<file path="src/rtl/fwd_pkg.sv">
package fwd_pkg;
  // producers in priority order: 0 = youngest
  localparam int SRC_N = 5;
  localparam int P_EXE_ALU  = 0;
  localparam int P_MEM_LOAD = 1;
  localparam int P_MEM_ALU  = 2;
  localparam int P_WB_LOAD  = 3;
  localparam int P_WB_ALU   = 4;

  typedef struct packed {
    logic [SRC_N-1:0] selA;
    logic [SRC_N-1:0] selB;
    logic             stall;
    logic             bubble;
  } fwdStrobes_t;
endpackage

</file>
<file path="src/rtl/fwd_ctrl.sv">
module fwd_ctrl
  import fwd_pkg::*;
#(
  parameter int ID_W = 4
) (
  input  logic            clk,
  input  logic            rstN,
  input  logic [ID_W-1:0] decRegA,
  input  logic [ID_W-1:0] decRegB,
  input  logic [ID_W-1:0] exeAluDst,
  input  logic [ID_W-1:0] exeLoadDst,
  input  logic [ID_W-1:0] memAluDst,
  input  logic [ID_W-1:0] memLoadDst,
  input  logic [ID_W-1:0] wbAluDst,
  input  logic [ID_W-1:0] wbLoadDst,
  output fwdStrobes_t     strobes
);
  localparam logic [ID_W-1:0] NONE_ID = {ID_W{1'b1}};

  logic [ID_W-1:0]  prodDst [SRC_N];
  logic [ID_W-1:0]  srcReg  [2];
  logic [SRC_N-1:0] sel     [2];

  always_comb begin
    prodDst[P_EXE_ALU]  = exeAluDst;
    prodDst[P_MEM_LOAD] = memLoadDst;
    prodDst[P_MEM_ALU]  = memAluDst;
    prodDst[P_WB_LOAD]  = wbLoadDst;
    prodDst[P_WB_ALU]   = wbAluDst;
    srcReg[0] = decRegA;
    srcReg[1] = decRegB;
  end

  for (genvar k = 0; k < 2; k++) begin : g_opnd
    logic [SRC_N-1:0] hit;
    always_comb begin
      for (int j = 0; j < SRC_N; j++) begin
        hit[j] = (srcReg[k] != NONE_ID) && (prodDst[j] == srcReg[k]);
      end
      // keep lowest set bit: youngest producer wins
      sel[k] = hit & (~hit + SRC_N'(1));
    end

    // at most one producer drives each operand
    a_r10_onehot_sel: assert property (@(posedge clk) disable iff (!rstN)
      $onehot0(sel[k]));
    // an execute match always takes the operand
    a_r6_exe_wins: assert property (@(posedge clk) disable iff (!rstN)
      (srcReg[k] != NONE_ID && exeAluDst == srcReg[k]) |-> sel[k][P_EXE_ALU]);
  end

  logic loadHit;
  always_comb begin
    loadHit = (exeLoadDst != NONE_ID) &&
              ((exeLoadDst == decRegA) || (exeLoadDst == decRegB));
    strobes.selA   = sel[0];
    strobes.selB   = sel[1];
    strobes.stall  = loadHit;
    strobes.bubble = loadHit;
  end

  // a none source never selects a producer
  a_r8_none_quiet: assert property (@(posedge clk) disable iff (!rstN)
    (decRegA == NONE_ID) |-> (strobes.selA == '0));
endmodule

</file>
<file path="src/rtl/fwd_dpath.sv">
module fwd_dpath
  import fwd_pkg::*;
#(
  parameter int              DATA_W = 16,
  parameter int              ID_W   = 4,
  parameter int              OP_W   = 4,
  parameter logic [OP_W-1:0] NOP_OP = 4'h1
) (
  input  logic              clk,
  input  logic              rstN,
  input  fwdStrobes_t       strobes,
  input  logic [DATA_W-1:0] rfValA,
  input  logic [DATA_W-1:0] rfValB,
  input  logic [DATA_W-1:0] exeAluRes,
  input  logic [DATA_W-1:0] memLoadData,
  input  logic [DATA_W-1:0] memAluRes,
  input  logic [DATA_W-1:0] wbLoadData,
  input  logic [DATA_W-1:0] wbAluRes,
  input  logic [OP_W-1:0]   decOp,
  input  logic [ID_W-1:0]   decAluDst,
  input  logic [ID_W-1:0]   decLoadDst,
  output logic [DATA_W-1:0] opndA,
  output logic [DATA_W-1:0] opndB,
  output logic [OP_W-1:0]   exeNextOp,
  output logic [ID_W-1:0]   exeNextAluDst,
  output logic [ID_W-1:0]   exeNextLoadDst
);
  localparam logic [ID_W-1:0] NONE_ID = {ID_W{1'b1}};

  logic [DATA_W-1:0] prodVal [SRC_N];
  logic [DATA_W-1:0] rfVal   [2];
  logic [SRC_N-1:0]  sel     [2];
  logic [DATA_W-1:0] opVal   [2];

  always_comb begin
    prodVal[P_EXE_ALU]  = exeAluRes;
    prodVal[P_MEM_LOAD] = memLoadData;
    prodVal[P_MEM_ALU]  = memAluRes;
    prodVal[P_WB_LOAD]  = wbLoadData;
    prodVal[P_WB_ALU]   = wbAluRes;
    rfVal[0] = rfValA;
    rfVal[1] = rfValB;
    sel[0]   = strobes.selA;
    sel[1]   = strobes.selB;
  end

  for (genvar k = 0; k < 2; k++) begin : g_mux
    always_comb begin
      opVal[k] = (sel[k] == '0) ? rfVal[k] : '0;
      for (int j = 0; j < SRC_N; j++) begin
        opVal[k] = opVal[k] | ({DATA_W{sel[k][j]}} & prodVal[j]);
      end
    end

    // no selection passes the register file value
    a_r1_rf_pass: assert property (@(posedge clk) disable iff (!rstN)
      (sel[k] == '0) |-> (opVal[k] == rfVal[k]));
  end

  assign opndA = opVal[0];
  assign opndB = opVal[1];

  always_comb begin
    if (strobes.bubble) begin
      exeNextOp      = NOP_OP;
      exeNextAluDst  = NONE_ID;
      exeNextLoadDst = NONE_ID;
    end else begin
      exeNextOp      = decOp;
      exeNextAluDst  = decAluDst;
      exeNextLoadDst = decLoadDst;
    end
  end

  // a bubble carries no destination
  a_r9_bubble_empty: assert property (@(posedge clk) disable iff (!rstN)
    strobes.bubble |-> (exeNextAluDst == NONE_ID && exeNextLoadDst == NONE_ID));
endmodule

</file>
<file path="src/rtl/fwd_stall_unit.sv">
module fwd_stall_unit
  import fwd_pkg::*;
#(
  parameter int              DATA_W = 16,
  parameter int              ID_W   = 4,
  parameter int              OP_W   = 4,
  parameter logic [OP_W-1:0] NOP_OP = 4'h1
) (
  input  logic              clk,
  input  logic              rstN,
  input  logic [ID_W-1:0]   decRegA,
  input  logic [ID_W-1:0]   decRegB,
  input  logic [DATA_W-1:0] rfValA,
  input  logic [DATA_W-1:0] rfValB,
  input  logic [OP_W-1:0]   decOp,
  input  logic [ID_W-1:0]   decAluDst,
  input  logic [ID_W-1:0]   decLoadDst,
  input  logic [ID_W-1:0]   exeAluDst,
  input  logic [DATA_W-1:0] exeAluRes,
  input  logic [ID_W-1:0]   exeLoadDst,
  input  logic [ID_W-1:0]   memAluDst,
  input  logic [DATA_W-1:0] memAluRes,
  input  logic [ID_W-1:0]   memLoadDst,
  input  logic [DATA_W-1:0] memLoadData,
  input  logic [ID_W-1:0]   wbAluDst,
  input  logic [DATA_W-1:0] wbAluRes,
  input  logic [ID_W-1:0]   wbLoadDst,
  input  logic [DATA_W-1:0] wbLoadData,
  output logic [DATA_W-1:0] opndA,
  output logic [DATA_W-1:0] opndB,
  output logic              stallFetchDec,
  output logic              bubbleExe,
  output logic [OP_W-1:0]   exeNextOp,
  output logic [ID_W-1:0]   exeNextAluDst,
  output logic [ID_W-1:0]   exeNextLoadDst
);
  fwdStrobes_t strobes;

  fwd_ctrl #(.ID_W(ID_W)) i_ctrl (
    .clk(clk), .rstN(rstN),
    .decRegA(decRegA), .decRegB(decRegB),
    .exeAluDst(exeAluDst), .exeLoadDst(exeLoadDst),
    .memAluDst(memAluDst), .memLoadDst(memLoadDst),
    .wbAluDst(wbAluDst), .wbLoadDst(wbLoadDst),
    .strobes(strobes)
  );

  fwd_dpath #(.DATA_W(DATA_W), .ID_W(ID_W), .OP_W(OP_W), .NOP_OP(NOP_OP)) i_dpath (
    .clk(clk), .rstN(rstN), .strobes(strobes),
    .rfValA(rfValA), .rfValB(rfValB),
    .exeAluRes(exeAluRes), .memLoadData(memLoadData), .memAluRes(memAluRes),
    .wbLoadData(wbLoadData), .wbAluRes(wbAluRes),
    .decOp(decOp), .decAluDst(decAluDst), .decLoadDst(decLoadDst),
    .opndA(opndA), .opndB(opndB),
    .exeNextOp(exeNextOp), .exeNextAluDst(exeNextAluDst),
    .exeNextLoadDst(exeNextLoadDst)
  );

  assign stallFetchDec = strobes.stall;
  assign bubbleExe     = strobes.bubble;

  // stall and bubble always travel together, and need a live load match
  a_r7_stall_pair: assert property (@(posedge clk) disable iff (!rstN)
    stallFetchDec == bubbleExe);
  a_r7_stall_cause: assert property (@(posedge clk) disable iff (!rstN)
    stallFetchDec |-> (exeLoadDst != {ID_W{1'b1}} &&
                       (exeLoadDst == decRegA || exeLoadDst == decRegB)));
  // bubble forces the no-op code
  a_r9_bubble_nop: assert property (@(posedge clk) disable iff (!rstN)
    bubbleExe |-> (exeNextOp == NOP_OP));
endmodule

</file>
<file path="config.mk">
export PLATFORM = sky130hd
export DESIGN_NAME = fwd_stall_unit
export DESIGN_NICKNAME = d
export VERILOG_FILES = /design/src/rtl/fwd_pkg.sv /design/src/rtl/fwd_ctrl.sv /design/src/rtl/fwd_dpath.sv /design/src/rtl/fwd_stall_unit.sv
export SDC_FILE = /design/constraint.sdc
export NUM_CORES = 1
export LEC_CHECK = 0
export BUFFER_PORTS_ARGS = -buffer_cell sky130_fd_sc_hd__buf_2
export CAP_MARGIN = 20
export CORE_UTILIZATION = 38
export DETAILED_ROUTE_END_ITERATION = 12
export PLACE_DENSITY = 0.81
export SLEW_MARGIN = 20
export SYNTH_ARGS = -nofsm -noshare
export SYNTH_HDL_FRONTEND = slang
export SYNTH_SLANG_ARGS = --single-unit
</file>
<file path="constraint.sdc">
create_clock -name vclk -period 1.8
set_input_delay 0.09 -clock vclk [all_inputs]
set_output_delay 0.09 -clock vclk [all_outputs]
set_load 0.1 [all_outputs]
</file>
==> results_tabular.tex, run 1 <==
\begin{tabular}{lr}
\hline
Metric & Value \\
\hline
\multicolumn{2}{l}{\textbf{Floorplan}} \\
\quad Vert. Die Dim & $\sim$84 um \\
\quad Standard-cell row count & 29 \\
\quad DIE WIDTH & between 80 and 90 um \\
\quad Initial standard-cell utilization of the core & between 30\% and 40\% \\
\quad Number of primary I/O pins & slightly above 200 \\
\multicolumn{2}{l}{\textbf{GRT}} \\
\quad GRT Residual Overflow & 170 \\
\quad Pin count of the biggest net entering global routing & 17 \\
\quad Overall global routing resource usage & between 70\% and 80\% \\
\multicolumn{2}{l}{\textbf{Synth}} \\
\quad Synthesized instance count & roughly 370 \\
\quad Synth Area per Inst & roughly 6.9 um\^{}2 \\
\quad Yosys warns & 0 \\
\quad Sequential element share of the synthesized area & 0\% \\
\quad Post-synth top area share & 14.4\% \\
\quad Net count after synthesis & about 530 \\
\quad Post-Syn Area & between 2000 and 3000 um\^{}2 \\
\quad Synth top area cells & a211oi\_1, xor2\_1, a21boi\_0 \\
\quad Post-synthesis cell type with the largest combined area & a211oi\_1 \\
\quad Count of different cell masters after synthesis & between 40 and 50 \\
\multicolumn{2}{l}{\textbf{Place}} \\
\quad Dpl hpwl & approximately 13000 um \\
\quad Number of port buffers & $\sim$200 \\
\quad Final estimated routing congestion in global placement & 1.04 \\
\quad Post-Place Cell Area & roughly 5600 um\^{}2 \\
\multicolumn{2}{l}{\textbf{Run status}} \\
\quad First error message & [ERROR GRT-0232] Routing congestion too high. Check the congestion heatmap in the GUI. \\
\quad Result of the run & did not finish \\
\quad Failing step & 5\_1\_grt \\
\multicolumn{2}{l}{\textbf{STA}} \\
\quad Kind of endpoint with the least setup slack & top-level output \\
\quad Worst endpoint left by the global-route repair\_timing run & opndA[14] \\
\multicolumn{2}{l}{\textbf{Clock tree}} \\
\quad Hold-fix buffer count after cts & 0 \\
\hline
\end{tabular}
[through the flow]
step                      setup WS, ns  hold WS (ns)  cells  TNS (ns)
after floorplan                 -0.451         0.507    369    -10.75
after global placement          -0.415         0.568    718     -9.47
after detailed placement        -0.652         0.573    718    -16.35
after CTS                       -0.163         0.573    731     -3.29
[cells in the mapped netlist, types with 12 or more instances]
| cell type | instances |
|---|---|
| inv_1 | 17 |
| a221oi_1 | 16 |
| xnor2_1 | 12 |
| clkbuf_1 | 18 |
| o211ai_1 | 16 |
| nand3_1 | 18 |
| xor2_1 | 35 |
| a21boi_0 | 31 |
| o221ai_1 | 16 |
| a21oi_1 | 16 |
| a211oi_1 | 49 |
| nor2_1 | 38 |
| o32ai_1 | 16 |
[what timing repair did]
item                       CTS
gates cloned                 4
pin swaps                   22
setup endpoints to repair   46
gates resized for setup     73
buffers inserted            10
[cells by family after synthesis]
group                  Yosys count  share of synthesized area, %
AO/OA/AOI/OAI                  173                          53.9
AND/OR/NAND/NOR                 90                          17.7
XOR/XNOR                        47                          16.2
buffers and inverters           59                          12.2
[per-layer routing]
layer | GRT overflow | global-route usage (%)
met5 | 0 | 4.55
met1 | 2 | 78.0
met2 | 115 | 106
met3 | 1 | 46.8
met4 | 52 | 93.3
==> inputs of run 2 (changes only) <==
Settings changed: CORE_UTILIZATION 38 to 40, PLACE_DENSITY 0.81 to not set, PLACE_DENSITY_LB_ADDON set to 0.15.
Clock period 1.8 ns to 2.35 ns, I/O delays scaled along.
==> results_tabular.tex, run 2 <==
\begin{tabular}{lr}
\hline
Metric & Value \\
\hline
\multicolumn{2}{l}{\textbf{Worst setup path}} \\
\quad Critical Path Slowest Stage Cell & a211oi\_4 \\
\quad Largest stage delay on the critical path & approximately 0.76 ns \\
\quad Kind of critical path & in2out \\
\quad Required time at the endpoint of the critical path & around 2.2 ns \\
\quad Crit end category & output pin \\
\quad Signal arrival time at the worst endpoint & between 2 and 2.5 ns \\
\quad Maximum net fanout on the critical path & 16 \\
\quad Worst path cell trace & buf\_2 > and4\_1 > nor2\_1 > a211oi\_4 > a221oi\_1 > o32ai\_2 > buf\_12 \\
\quad Startpoint type of the worst setup path & input port \\
\multicolumn{2}{l}{\textbf{STA}} \\
\quad Final worst setup slack & approximately 0.11 ns \\
\quad Setup-violating endpoint count in the final report & 0 \\
\quad Clock period minus final worst setup slack & 2.24 ns \\
\quad Least-Margin Pin Slew & around 0.86 ns \\
\quad Slew Limit Headroom & between 40\% and 50\% \\
\quad Final Max Tran Viols & 0 \\
\quad Setup repair after global routing missed its margin & no \\
\quad Share of the cycle needed by the critical path after routing & a little over nine tenths \\
\quad Peak clock frequency supported by timing & 0.446 GHz \\
\quad Sum Neg Setup Slack & 0 ns \\
\quad Hold violation count in the final report & 0 \\
\multicolumn{2}{l}{\textbf{Detailed routing}} \\
\quad Detailed-route DRC error count & 0 \\
\quad WL per Instance & between 15 and 20 um \\
\quad First-pass iteration count of the detailed router & 5 \\
\quad Antenna violation net count after detailed routing & 0 \\
\quad Via/cell ratio & between 6 and 7 \\
\quad Total wire length & about 13000 um \\
\quad Number of violations reported at the end of detailed-routing iteration 0 & approximately 280 \\
\quad Via total after detailed routing & roughly 4100 \\
\multicolumn{2}{l}{\textbf{Synth}} \\
\quad Synth top area cells & a211oi\_1, xor2\_1, a21boi\_0 \\
\quad Post-synthesis cell type with the largest combined area & a211oi\_1 \\
\quad Sequential element share of the synthesized area & 0\% \\
\quad Post-Syn Area & 2550 um\^{}2 \\
\quad Post-synth top area share & $\sim$14\% \\
\quad Yosys warns & 0 \\
\quad Net count after synthesis & approximately 530 \\
\quad Count of different cell masters after synthesis & 42 \\
\quad Most instantiated cells after synthesis & a211oi\_1, nor2\_1, xor2\_1 \\
\quad Synth Area per Inst & between 6 and 7 um\^{}2 \\
\quad Synthesized instance count & about 370 \\
\quad Cell with the most instances after synthesis & a211oi\_1 \\
\multicolumn{2}{l}{\textbf{Floorplan}} \\
\quad Standard-cell row count & 28 \\
\quad DIE WIDTH & about 80 um \\
\quad Die Footprint & around 6700 um\^{}2 \\
\quad Number of primary I/O pins & roughly 200 \\
\quad Initial standard-cell utilization of the core & between 40\% and 50\% \\
\quad Vert. Die Dim & just over 80 um \\
\quad Core footprint & about 6000 um\^{}2 \\
\multicolumn{2}{l}{\textbf{Place}} \\
\quad Post-placement worst setup slack & about 0.07 ns \\
\quad Number of port buffers & 202 \\
\quad Post-Place Cell Area & approximately 4700 um\^{}2 \\
\quad Final estimated routing congestion in global placement & between 0.9 and 1 \\
\quad Dpl hpwl & 10200 um \\
\quad Cell count after placement & 651 \\
\multicolumn{2}{l}{\textbf{Flow run}} \\
\quad Max-cap check violation count & 0 \\
\multicolumn{2}{l}{\textbf{Layout}} \\
\quad Number of standard cells in the layout, taps in and fillers out & between 600 and 700 \\
\quad Most common cell after layout, fill and taps aside & buf\_2 \\
\quad Signed area change from the synthesized netlist to the final layout & 84.9\% \\
\quad Sequential cell count & 0 \\
\quad Highest-count cells in the layout ignoring fill and taps & buf\_2, a211oi\_1, buf\_4 \\
\quad Number of clock buffers in the layout & 0 \\
\quad Filler instances & 444 \\
\quad Combined flip-flop and latch cell area & 0 um\^{}2 \\
\quad Final net count & about 740 \\
\quad Post-route cell area & 4710 um\^{}2 \\
\quad Proportion of layout cells with a drive suffix above 1 & 50.7\% \\
\multicolumn{2}{l}{\textbf{Power and ir drop}} \\
\quad Int Power & 856 uW \\
\quad Switching power as a share of total power & around 66\% \\
\quad Static leakage power & 1.99 nW \\
\quad Combinational group share of total power & 100.0\% \\
\quad Net switching power & roughly 1.7 mW \\
\quad Clk network pwr share & 0\% \\
\quad Max VDD drop & 0.000662 V \\
\quad Sequential Power Share & 0\% \\
\quad Cell Pwr Density & 533 nW/um\^{}2 \\
\multicolumn{2}{l}{\textbf{GRT}} \\
\quad Initial antenna violation count & 1 \\
\quad Overall global routing resource usage & a little under two fifths \\
\quad Number of global-route vias before repair & 3934 \\
\quad Global-route wire length before repair & roughly 19000 um \\
\quad GRT Residual Overflow & 0 \\
\quad Pin count of the biggest net entering global routing & 17 \\
\multicolumn{2}{l}{\textbf{Hold path}} \\
\quad Source of the worst hold timing path & decOp[3] \\
\quad Worst hold stages & 3 \\
\quad Tightest Hold Check Type & in2out \\
\quad End of the worst hold path & exeNextOp[3] \\
\multicolumn{2}{l}{\textbf{Run status}} \\
\quad Result of the run & completed \\
\hline
\end{tabular}
-- run 2: cell counts after synthesis --
Identical to the previous run, type by type.
-- run 2: worst max path at each step --
stage | slack (ns) | start | cells past startpoint | end
floorplan | -0.36 | decRegA[0] | 8 | opndA[0]
global placement | -0.18 | decRegA[2] | 7 | opndA[8]
detailed placement | 0.07 | decRegA[0] | 9 | opndA[1]
CTS | 0.06 | decRegA[0] | 9 | opndA[1]
global route | 0.01 | decRegB[1] | 9 | opndB[9]
finish | 0.11 | decRegA[2] | 7 | opndA[1]
-- run 2: timing repair --
item | 4_1_cts | 5_1_grt
hold endpoints to repair | 0 | 0
buffers inserted | 0 | 0
resized for setup | 0 | 5
setup endpoints to repair | 0 | 14
hold buffers | 0 | 0
-- run 2: through the flow --
stage / util, % / total power, mW / hold slack (ns)
floorplan: - / 1.72 / 0.562
global placement: 77.8 / 2.46 / 0.640
detailed placement: 77.9 / 2.49 / 0.642
CTS: 77.9 / 2.49 / 0.645
global route: 78.1 / 2.60 / 0.657
finish: 78.1 / 2.51 / 0.641
-- run 2: kinds of logic after synthesis --
group           Yosys count  synth area share (%)
compound gates          173                  53.9
xor+xnor                 47                  16.2
buf+inv                  59                  12.2
simple gates             90                  17.7
-- run 2: cell type report --
class / instances / area [um^2] / area share, %
timing repair buffer: 249 / 1770 / 37.6
tap: 75 / 93.8 / 1.99
multi-input combinational: 310 / 2780 / 59.0
antenna: 1 / 2.50 / 0.0532
inverter: 17 / 63.8 / 1.36
-- run 2: power groups by stage --
stage	Clock, mW	Sequential, mW	Combinational (mW)
after detailed placement	0	0	2.49
after global placement	0	0	2.46
final	0.0000000569	0	2.51
after global routing	0.0000000568	0	2.60
after floorplan	0	0	1.72
after CTS	0	0	2.49
-- run 2: worst max-delay path: cells and delay by family --
kind / cells / cell delay (ns)
AND/OR/NAND/NOR: 2 / 0.32
AO/OA/AOI/OAI: 3 / 1.26
buffers and inverters: 2 / 0.42
-- run 2: metal layers --
layer	GRT usage (%)	part of all wire, %	vias to the layer above
li1	-	-	1863
met1	46.7	38	1909
met2	62.9	48	324
met3	5.67	11	49
met4	13.9	3.3	0
met5	0	0	-
Power figures use the tool's default switching activity.
==> inputs of run 3 (changes only) <==
Settings changed: CORE_UTILIZATION 40 to 35.
==> results_tabular.tex, run 3 (synthesis gave the netlist of run 2 again) <==
\begin{tabular}{lr}
\hline
Metric & Value \\
\hline
\multicolumn{2}{l}{\textbf{Run status}} \\
\quad Result of the run & completed \\
\multicolumn{2}{l}{\textbf{Power and ir drop}} \\
\quad Static leakage power & between 1.5 and 2 nW \\
\quad Net switching power & $\sim$1.7 mW \\
\quad Sequential Power Share & 0\% \\
\quad Int Power & just over 800 uW \\
\quad Cell Pwr Density & around 530 nW/um\^{}2 \\
\quad Clk network pwr share & 0\% \\
\quad Max VDD drop & approximately 0.00036 V \\
\quad Switching power as a share of total power & roughly 67\% \\
\quad Combinational group share of total power & 100.0\% \\
\multicolumn{2}{l}{\textbf{Worst setup path}} \\
\quad Cell depth of the worst setup path & 9 \\
\quad Crit end category & output pin \\
\quad Family of cells with the greatest summed delay on the critical path & compound AO/OA/AOI/OAI gates \\
\quad Count of buffering cells on the critical path with inverters included & 4 \\
\quad Critical Path Slowest Stage Cell & a211oi\_1 \\
\quad Signal arrival time at the worst endpoint & 2.16 ns \\
\quad Required time at the endpoint of the critical path & $\sim$2.2 ns \\
\quad Startpoint type of the worst setup path & input port \\
\quad Largest stage delay on the critical path & around 0.4 ns \\
\quad Kind of critical path & in2out \\
\quad Maximum net fanout on the critical path & 16 \\
\quad Worst path cell trace & buf\_2 > and2\_1 > a311oi\_4 > buf\_4 > a21boi\_0 > a211oi\_1 > buf\_4 > o221ai\_4 > buf\_2 \\
\multicolumn{2}{l}{\textbf{Layout}} \\
\quad Post-route cell area & around 4700 um\^{}2 \\
\quad Diode insertion count for antenna repair & 0 \\
\quad Signed area change from the synthesized netlist to the final layout & 83.0\% \\
\quad Multi-input logic area & about 2800 um\^{}2 \\
\quad Most common cell after layout, fill and taps aside & buf\_2 \\
\quad Number of standard cells in the layout, taps in and fillers out & between 600 and 700 \\
\quad Highest-count cells in the layout ignoring fill and taps & buf\_2, a211oi\_1, buf\_4 \\
\quad Sequential cell count & 0 \\
\quad Final net count & between 700 and 800 \\
\quad Filler instances & roughly 620 \\
\quad Number of clock buffers in the layout & 0 \\
\quad Combined flip-flop and latch cell area & 0 um\^{}2 \\
\quad Proportion of layout cells with a drive suffix above 1 & about 50\% \\
\multicolumn{2}{l}{\textbf{Flow run}} \\
\quad Max-cap check violation count & 0 \\
\multicolumn{2}{l}{\textbf{GRT}} \\
\quad Overall global routing resource usage & about a third \\
\quad Global-route wire length before repair & around 20000 um \\
\quad Number of global-route vias before repair & 3948 \\
\quad Initial antenna violation count & 0 \\
\quad GRT Residual Overflow & 0 \\
\quad Pin count of the biggest net entering global routing & 17 \\
\multicolumn{2}{l}{\textbf{Floorplan}} \\
\quad Core footprint & between 6000 and 7000 um\^{}2 \\
\quad Number of primary I/O pins & between 200 and 250 \\
\quad Initial standard-cell utilization of the core & between 30\% and 40\% \\
\quad Vert. Die Dim & between 80 and 90 um \\
\quad Die Footprint & about 7600 um\^{}2 \\
\quad Standard-cell row count & 30 \\
\quad DIE WIDTH & 87.3 um \\
\multicolumn{2}{l}{\textbf{Clock tree}} \\
\quad Number of gates resized after CTS & 0 \\
\quad Hold-fix buffer count after cts & 0 \\
\quad Count of buffers added by post-CTS timing repair for setup & 0 \\
\multicolumn{2}{l}{\textbf{Detailed routing}} \\
\quad WL per Instance & 19.5 um \\
\quad Total wire length & $\sim$13000 um \\
\quad Via/cell ratio & about 6 \\
\quad Antenna violation net count after detailed routing & 0 \\
\quad Detailed-route DRC error count & 0 \\
\quad First-pass iteration count of the detailed router & 4 \\
\quad Via total after detailed routing & 4058 \\
\quad Number of violations reported at the end of detailed-routing iteration 0 & 201 \\
\multicolumn{2}{l}{\textbf{STA}} \\
\quad Least-Margin Pin Slew & 0.737 ns \\
\quad Sum Neg Setup Slack & 0 ns \\
\quad Share of the cycle needed by the critical path after routing & 96.9\% \\
\quad Clock period minus final worst setup slack & between 2 and 2.5 ns \\
\quad Final Max Tran Viols & 0 \\
\quad Slew Limit Headroom & 50.5\% \\
\quad Hold violation count in the final report & 0 \\
\quad Peak clock frequency supported by timing & roughly 0.44 GHz \\
\quad Setup-violating endpoint count in the final report & 0 \\
\quad Setup repair after global routing missed its margin & no \\
\multicolumn{2}{l}{\textbf{Hold path}} \\
\quad Worst hold stages & 3 \\
\quad Tightest Hold Check Type & in2out \\
\multicolumn{2}{l}{\textbf{Place}} \\
\quad Cell count after placement & 667 \\
\quad Dpl hpwl & $\sim$10000 um \\
\quad Final estimated routing congestion in global placement & $\sim$0.95 \\
\quad Post-Place Cell Area & 4650 um\^{}2 \\
\quad Number of port buffers & a little over 200 \\
\hline
\end{tabular}
[run 3: layout make-up]
type / count / area share, %
multi-input cells: 310 / 59.6
repair buffers: 244 / 36.4
well taps: 96 / 2.58
inverters: 17 / 1.37
[run 3: path summary, 6_finish.rpt]
path,slack [ns],endpoint,from
worst max-delay path,0.07,opndB[14],decRegB[1]
worst min-delay path,0.64,exeNextOp[1],decOp[1]
[run 3: power groups by stage]
stage / combinational [mW] / clock [mW] / sequential, mW
after floorplan: 1.72 / 0 / 0
after global placement: 2.44 / 0 / 0
after detailed placement: 2.46 / 0 / 0
after CTS: 2.47 / 0 / 0
after global routing: 2.56 / 0 / 0
final: 2.48 / 0 / 0
[run 3: per-layer routing]
layer,vias to the layer above,track usage (%),wire length (um)
li1,1858,-,-
met1,1926,40.9,5110
met2,252,59.7,6510
met3,22,2.09,1130
met4,0,7.30,225
met5,-,0,0
[run 3: stage by stage]
stage	utilization (%)	power, mW	setup slack (ns)	hold WS [ns]
6_report	67.5	2.48	0.0725	0.638
5_1_grt	67.5	2.56	0.00574	0.646
4_1_cts	67.4	2.47	0.0900	0.639
3_5_place_dp	67.4	2.46	0.0935	0.639
3_3_place_gp	67.4	2.44	0.134	0.639
2_1_floorplan	-	1.72	-0.358	0.562
